--- src/rtl/be_lmem_pkg.sv ---
package be_lmem_pkg;
  localparam int DATA_W = 32;
  localparam int ADDR_W = 32;
  localparam int LANES  = DATA_W / 8;
  localparam int OFF_W  = $clog2(LANES);

  typedef enum logic [1:0] {
    SZ_BYTE  = 2'b00,
    SZ_HALF  = 2'b01,
    SZ_WORD  = 2'b10,
    SZ_WORD2 = 2'b11
  } acc_size_e;

  function automatic logic [ADDR_W-1:0] align_addr(logic [ADDR_W-1:0] a, acc_size_e s);
    logic [ADDR_W-1:0] r;
    r = a;
    case (s)
      SZ_BYTE: r = a;
      SZ_HALF: r[0] = 1'b0;
      default: r[OFF_W-1:0] = '0;
    endcase
    return r;
  endfunction

  function automatic logic [LANES-1:0] lane_mask(logic [OFF_W-1:0] off, acc_size_e s);
    case (s)
      SZ_BYTE: return 4'b1000 >> off;
      SZ_HALF: return 4'b1100 >> off;
      default: return '1;
    endcase
  endfunction

  function automatic logic [DATA_W-1:0] steer_read(logic [DATA_W-1:0] w, logic [OFF_W-1:0] off,
                                                   acc_size_e s, logic sgn);
    logic [DATA_W-1:0] sh;
    logic [DATA_W-1:0] r;
    case (s)
      SZ_BYTE: begin
        sh = w >> (8 * (3 - off));
        r  = {{24{sgn & sh[7]}}, sh[7:0]};
      end
      SZ_HALF: begin
        sh = w >> (8 * (2 - off));
        r  = {{16{sgn & sh[15]}}, sh[15:0]};
      end
      default: begin
        sh = w;
        r  = w;
      end
    endcase
    return r;
  endfunction
endpackage

--- src/rtl/be_lmem_req.sv ---
module be_lmem_req
  import be_lmem_pkg::*;
(
  input  logic              acc_start,
  input  logic              req_write,
  input  acc_size_e         size,
  input  logic [ADDR_W-1:0] req_addr,
  input  logic [DATA_W-1:0] req_wdata,
  output logic [ADDR_W-1:0] mem_addr,
  output logic [LANES-1:0]  mem_we,
  output logic [DATA_W-1:0] mem_wdata,
  output logic [OFF_W-1:0]  lane_off
);
  logic [ADDR_W-1:0] aligned;

  always_comb begin
    aligned  = align_addr(req_addr, size);
    lane_off = aligned[OFF_W-1:0];
    mem_addr = aligned;
    mem_we   = (acc_start && req_write) ? lane_mask(lane_off, size) : '0;
  end

  for (genvar l = 0; l < LANES; l++) begin : g_lane
    localparam int HI = DATA_W - 1 - 8 * l;
    localparam int HL = (l % 2 == 0) ? 15 : 7;
    always_comb begin
      case (size)
        SZ_BYTE: mem_wdata[HI -: 8] = req_wdata[7:0];
        SZ_HALF: mem_wdata[HI -: 8] = req_wdata[HL -: 8];
        default: mem_wdata[HI -: 8] = req_wdata[HI -: 8];
      endcase
    end
  end
endmodule

--- src/rtl/be_lmem_rsp.sv ---
module be_lmem_rsp
  import be_lmem_pkg::*;
(
  input  logic              clk,
  input  logic              rst_n,
  input  logic              acc_start,
  input  acc_size_e         size,
  input  logic              req_signed,
  input  logic [OFF_W-1:0]  lane_off,
  input  logic [DATA_W-1:0] mem_rdata,
  output logic              rsp_ready,
  output logic [DATA_W-1:0] rsp_rdata
);
  acc_size_e        size_q;
  logic             sgn_q;
  logic [OFF_W-1:0] off_q;

  always_ff @(posedge clk or negedge rst_n) begin
    if (!rst_n) begin
      rsp_ready <= 1'b0;
      size_q    <= SZ_WORD;
      sgn_q     <= 1'b0;
      off_q     <= '0;
    end else begin
      rsp_ready <= acc_start;
      if (acc_start) begin
        size_q <= size;
        sgn_q  <= req_signed;
        off_q  <= lane_off;
      end
    end
  end

  always_comb rsp_rdata = steer_read(mem_rdata, off_q, size_q, sgn_q);
endmodule

--- src/rtl/be_lmem_port.sv ---
module be_lmem_port
  import be_lmem_pkg::*;
(
  input  logic        clk,
  input  logic        rst_n,
  input  logic        req_valid,
  input  logic        req_write,
  input  logic [1:0]  req_size,
  input  logic        req_signed,
  input  logic [31:0] req_addr,
  input  logic [31:0] req_wdata,
  output logic        rsp_ready,
  output logic [31:0] rsp_rdata,
  output logic        mem_en,
  output logic [3:0]  mem_we,
  output logic [31:0] mem_addr,
  output logic [31:0] mem_wdata,
  input  logic [31:0] mem_rdata
);
  logic             acc_start;
  acc_size_e        size;
  logic [OFF_W-1:0] lane_off;

  assign acc_start = rst_n & req_valid;
  assign size      = acc_size_e'(req_size);
  assign mem_en    = acc_start;

  be_lmem_req u_req (
    .acc_start (acc_start),
    .req_write (req_write),
    .size      (size),
    .req_addr  (req_addr),
    .req_wdata (req_wdata),
    .mem_addr  (mem_addr),
    .mem_we    (mem_we),
    .mem_wdata (mem_wdata),
    .lane_off  (lane_off)
  );

  be_lmem_rsp u_rsp (
    .clk        (clk),
    .rst_n      (rst_n),
    .acc_start  (acc_start),
    .size       (size),
    .req_signed (req_signed),
    .lane_off   (lane_off),
    .mem_rdata  (mem_rdata),
    .rsp_ready  (rsp_ready),
    .rsp_rdata  (rsp_rdata)
  );
endmodule

--- config.mk ---
export PLATFORM = sky130hd
export DESIGN_NAME = be_lmem_port
export DESIGN_NICKNAME = d
export VERILOG_FILES = /design/src/rtl/be_lmem_pkg.sv /design/src/rtl/be_lmem_req.sv /design/src/rtl/be_lmem_rsp.sv /design/src/rtl/be_lmem_port.sv
export SDC_FILE = /design/constraint.sdc
export NUM_CORES = 1
export LEC_CHECK = 0
export ABC_AREA = 1
export CAP_MARGIN = 10
export CORE_MARGIN = 2
export CORE_UTILIZATION = 30
export DETAILED_ROUTE_END_ITERATION = 16
export PLACE_DENSITY = 0.82
export RECOVER_POWER = 25
export SLEW_MARGIN = 20
export SYNTH_ARGS = -nofsm -noshare
export SYNTH_HDL_FRONTEND = slang
export SYNTH_SLANG_ARGS = --single-unit
--- constraint.sdc ---
create_clock -name clk -period 2.1 [get_ports clk]
set_input_delay 0.42 -clock clk [delete_from_list [all_inputs] [get_ports clk]]
set_output_delay 0.42 -clock clk [all_outputs]
set_load 0.1 [all_outputs]
=== After elaboration in Yosys (flattened, before gate mapping) ===
Cells that the tools add are included.

* Flip-flop bits (word level): 6
* Logic and storage cells: 27
* Output and inout bits: 102

* Equal/unequal tests: 2
* Add/subtract/negate cells: 2
* Bitwise operators: 3
* Multiplexer cells: 8
* Shift-type cells: 4
* Reductions and logical operators: 4

{| class="wikitable"
|+ Operators with widths
! kind !! number
|-
| 32-bit case mux with 2 select lines || 1
|-
| 32-bit by 32-bit >> shifter with 16-bit output || 1
|-
| 32-bit by 32-bit >> shifter with 8-bit output || 1
|-
| 8-bit 2-to-1 mux || 2
|-
| 8-bit case mux with 2 select lines || 1
|-
| 4-bit case mux with 2 select lines || 1
|-
| 4-bit by 2-bit >> shifter with 4-bit output, first input constant || 2
|-
| 2-bit by 2-bit subtractor with 3-bit output, first input constant || 2
|-
| 2-bit by 1-bit == test with 1-bit output, second input constant || 2
|-
| 2-bit logical NOT || 2
|-
| 4-bit 2-to-1 mux || 1
|-
| 1-bit AND || 3
|-
| 1-bit 2-to-1 mux || 2
|-
| 2-bit OR reduction || 1
|-
| 1-bit logical AND || 1
|}

=== Depth between registers and ports, before layout ===
* Depth in word-level cells: 6
* Gate-level depth with buffers: 8
* Depth with buffers taken out: 8

=== Hierarchy ===
Synthesis repeated with hierarchy kept, for this count alone.

* Cells, all modules: 406
* Area, all modules: 2139.6 sq um

{| class="wikitable"
|+ Modules (own cells, without submodules)
! module !! seq. area each (sq um) !! cells each !! instances !! area an instance (sq um)
|-
| be_lmem_rsp || 151.4 || 269 || 1 || 1352.5
|-
| be_lmem_req || 0.0 || 135 || 1 || 779.5
|-
| be_lmem_port || 0.0 || 2 || 1 || 7.5
|}

=== Least setup slack after synthesis ===
OpenSTA, ideal clock, no wires.

* Kind: input to output
* From: input req_size[1]
* To: output mem_we[1]
* Path buffers: 1
* Data arrival time: 3.013 ns
* Stages: 5
* Slack: -1.333 ns
* Cells stage by stage: buf_2 -> inv_1 -> nand2_1 -> nor2_1 -> nor2_1

{| class="wikitable"
|+ RTL lines
! item !! line !! text
|-
| start, declared || be_lmem_port.sv:8 || <nowiki>input logic [1:0] req_size,</nowiki>
|-
| 2-bit logical NOT (*) || be_lmem_pkg.sv:17 || <nowiki>case (s)</nowiki>
|-
| 1-bit 2-to-1 mux (*) || be_lmem_pkg.sv:17 ||
|-
| named net mem_addr[0] || be_lmem_port.sv:16 || <nowiki>output logic [31:0] mem_addr,</nowiki>
|-
| 4-bit by 2-bit >> shifter with 4-bit output, on equally long branches || be_lmem_pkg.sv:28, be_lmem_pkg.sv:27 ||
|-
| 4-bit case mux with 2 select lines (*) || be_lmem_pkg.sv:26 || <nowiki>case (s)</nowiki>
|-
| 4-bit 2-to-1 mux (*) || be_lmem_req.sv:20 || <nowiki>mem_we = (acc_start && req_write) ? lane_mask(lane_off, size) : '0;</nowiki>
|-
| end, declared || be_lmem_port.sv:15 || <nowiki>output logic [3:0] mem_we,</nowiki>
|}

Mark *: on every way through the listed nets, which the timed path passes. The rest lies on a longest branch.

=== Final worst setup path ===
* From: register u_rsp.off_q[0]
* To: output rsp_rdata[7]

* Word-level cells in the longest chain between the ends: 3

{| class="wikitable"
|+ Ends and longest elaborated chain
! item !! line !! text
|-
| start, declared || be_lmem_rsp.sv:16 || <nowiki>logic [OFF_W-1:0] off_q;</nowiki>
|-
| start signal, assigned || be_lmem_rsp.sv:29 || <nowiki>off_q <= lane_off;</nowiki>
|-
| 2-bit by 2-bit subtractor with 3-bit output, on equally long branches || be_lmem_pkg.sv:43, be_lmem_pkg.sv:39 ||
|-
| 32-bit by 32-bit >> shifter with 16-bit output / 32-bit by 32-bit >> shifter with 8-bit output (equally long branches) || be_lmem_pkg.sv:43, be_lmem_pkg.sv:39 ||
|-
| 32-bit case mux with 2 select lines (*) || be_lmem_pkg.sv:37 || <nowiki>case (s)</nowiki>
|-
| end, declared || be_lmem_port.sv:13 || <nowiki>output logic [31:0] rsp_rdata,</nowiki>
|}

Mark *: on every way between the ends. The rest lies on a longest branch, timed or not.

==> metrics.yaml <==
clockPowerShare_pct: 5.3
power_frac_comb_pct: 90.4
start_util_pct: 30.4
die_area_sq_um: 7450
chipHeight_microns: 86.3
r2r_end: "u_rsp.off_q[0]"
arrival_ns: 1.83
seq_power_share_pct: 4.2
wl_microns: 13000
holdCritPathClass: "in -> async"
ys_top_cells_by_count: "170 x nand2_1, 80 x nand3_1, 43 x buf_4"
synth_top_area_cell: "nand2_1"
clk_latency_ns: 0.23
cts_buffers: 3
hold_violations: 0
yosys_warnings: 0
drtIter0Drc: 418
clkTransAtPathRegs_ns: 0.04
slew_headroom_pct: 74.3
ys_types: 19
fmax_mhz: 445
r2r_slack_ns: 1.10
ant_nets: 0
worstPathRequired_ns: 1.68
drc: 0
dp_cells: 594
drv_cap: 0
p_leak_nw: 2.41
slew_violations: 0
root_buffer: "clkbuf_8"
fin_setup_tns_ns: -3.50
worstPathMaxFanout: 7
port_buffers: 144
clk_path_buf_depth: 2
htree_levels: 1
fin_worst_skew_ns: 0
regArea_sq_um: 153
synth_most_common_cell: "nand2_1"
critical-path-top-delay-family: "flip-flops"
place_hpwl_microns: 8200
ys.flop_type: "dfrtp_1"
synth_cells: 398
reg2regPathDepth: 4
antenna_found_initial: 0
grt_pass1_vias: 3318
power.density_nw_per_um2: 735
tightestPinTransition_ns: 0.386
clock_sinks: 6
synth-edff-count: 0
internal-power_w: 0.00148
status: "finished with violations"
grt_pass1_wl_microns: 16700
antenna_cells: 0
synthArstFlopShare_pct: 100
syn_area_sq_um: 2030
tritoncts: "done"
drive_gt1_share_pct: 42.5
n_fill_cell: 375
core_area_sq_um: 6680
gp_congestion: 0.908
slowest_stage: "dfrtp_2"
synth_area_leaders: "nand2_1 31%, nand3_1 20%, buf_4 16%"
dr.pass1.iters: 6
violations: "negative setup slack"
rsz0062_at_grt: "true"
area_growth_pct: 148
slowest_delay_ns: 0.44
start_kind: "flip-flop"
syn_nets: 502
vias_per_cell: 5.85
crit_path_cell_trace: "ha_4, buf_8, o21ai_0, o21ai_1, nand2_1, nand3_2, buf_12"
endpoint_kind: "output pin"
die_w_microns: 86.3
min_period_over_period_pct: 107
grt_usage_pct: 28.1
final_nets: 644
period_minus_slack_ns: 2.25
fin_cells: 619
synth_seq_area_share_pct: 7.45
hold_ws_ns: 0.380
layout_setup_ws_ns: -0.148
grt_overflow: 0
setup_viol: 32
final_util_pct: 75.6
synth.ff_latch_count: 6
p_switching_w: 0.00224
pin_count: 205
postPlaceCellArea_sq_um: 4410
switching_share_pct: 60.2
wire_per_inst_microns: 21.0
grt_start_max_net_pins: 27
vias: 3623
final_area_sq_um: 5050
crit_cells: 7
path_buf_inv: 2
multi_input_area_sq_um: 2040
vdd_drop_max_mv: 0.340
rows: 30
reg2reg_from: "u_rsp.off_q[0]"
avgSynthCellArea_sq_um: 5.11
yosysTopAreaCellShare_pct: 31.4
critPathKind: "reg -> out"
[routing by layer]
layer | up-vias | track usage (%) | routed length, microns
met3 | 109 | 9.05 | 1550
li1 | 1543 | - | -
met4 | 0 | 10.5 | 843
met1 | 1634 | 30.5 | 4110
met2 | 337 | 50.8 | 6500
met5 | - | 0 | 0
[state kept, by name (all words and copies together) (netlist names)]
name / count
u_rsp.off_q: 2
u_rsp.rsp_ready: 1
u_rsp.sgn_q: 1
u_rsp.size_q: 2
[final cells by class]
class / count / area share, %
Sequential cell: 6 / 3.02
Timing Repair Buffer: 197 / 52.6
Clock buffer: 4 / 0.892
Multi-Input combinational cell: 320 / 40.4
Tap cell: 80 / 1.98
Inverter: 12 / 1.14
[worst max path at each step]
| stage | slack, ns | start | end |
|---|---|---|---|
| floorplan | -0.24 | u_rsp.off_q[0] | rsp_rdata[18] |
| global placement | -0.19 | mem_rdata[23] | rsp_rdata[10] |
| detailed placement | -0.22 | mem_rdata[7] | rsp_rdata[14] |
| CTS | -0.10 | u_rsp.off_q[0] | rsp_rdata[21] |
| global route | -0.19 | u_rsp.off_q[0] | rsp_rdata[6] |
| finish | -0.15 | u_rsp.off_q[0] | rsp_rdata[7] |
[what timing repair did]
item | 4_1_cts | 5_1_grt
pin swaps | 4 | 35
cloned | 2 | 1
hold buffers | 0 | 0
buffers inserted | 5 | 13
endpoints found under the setup margin | 54 | 53
gates resized for setup | 27 | 92
endpoints found under the hold margin | 0 | 0
[kinds of logic after synthesis]
group,Yosys count,share of synthesized area [%]
compound gates,29,7.14
buf+inv,73,23.2
flops,6,7.45
fa+ha+maj,1,0.615
simple gates,289,61.6
[power groups by stage]
stage,sequential [W],clock [W],combinational (W)
after floorplan,0.000147,0,0.00215
after global placement,0.000149,0,0.00296
after detailed placement,0.000149,0,0.00301
after CTS,0.000153,0.000193,0.00306
after global routing,0.000157,0.000203,0.00345
final,0.000156,0.000198,0.00336
[layout by cell type (no fill, tap or decap), types with 11 or more instances in the layout]
| master | n |
|---|---|
| nor2_4 | 11 |
| nand2_1 | 153 |
| o21ai_0 | 12 |
| nand3_4 | 25 |
| clkdlybuf4s50_1 | 66 |
| nand3_2 | 25 |
| o21ai_1 | 11 |
| nor2_1 | 20 |
| nand3_1 | 31 |
| nand2_2 | 15 |
| buf_4 | 33 |
| buf_6 | 14 |
| buf_12 | 72 |
[metrics by stage]
stage	setup slack [ns]	power [W]
after floorplan	-0.235	0.00230
after global placement	-0.186	0.00311
after detailed placement	-0.219	0.00316
after CTS	-0.103	0.00341
after global routing	-0.192	0.00381
final	-0.148	0.00371
No activity file was read; power rests on OpenSTA's default activity.
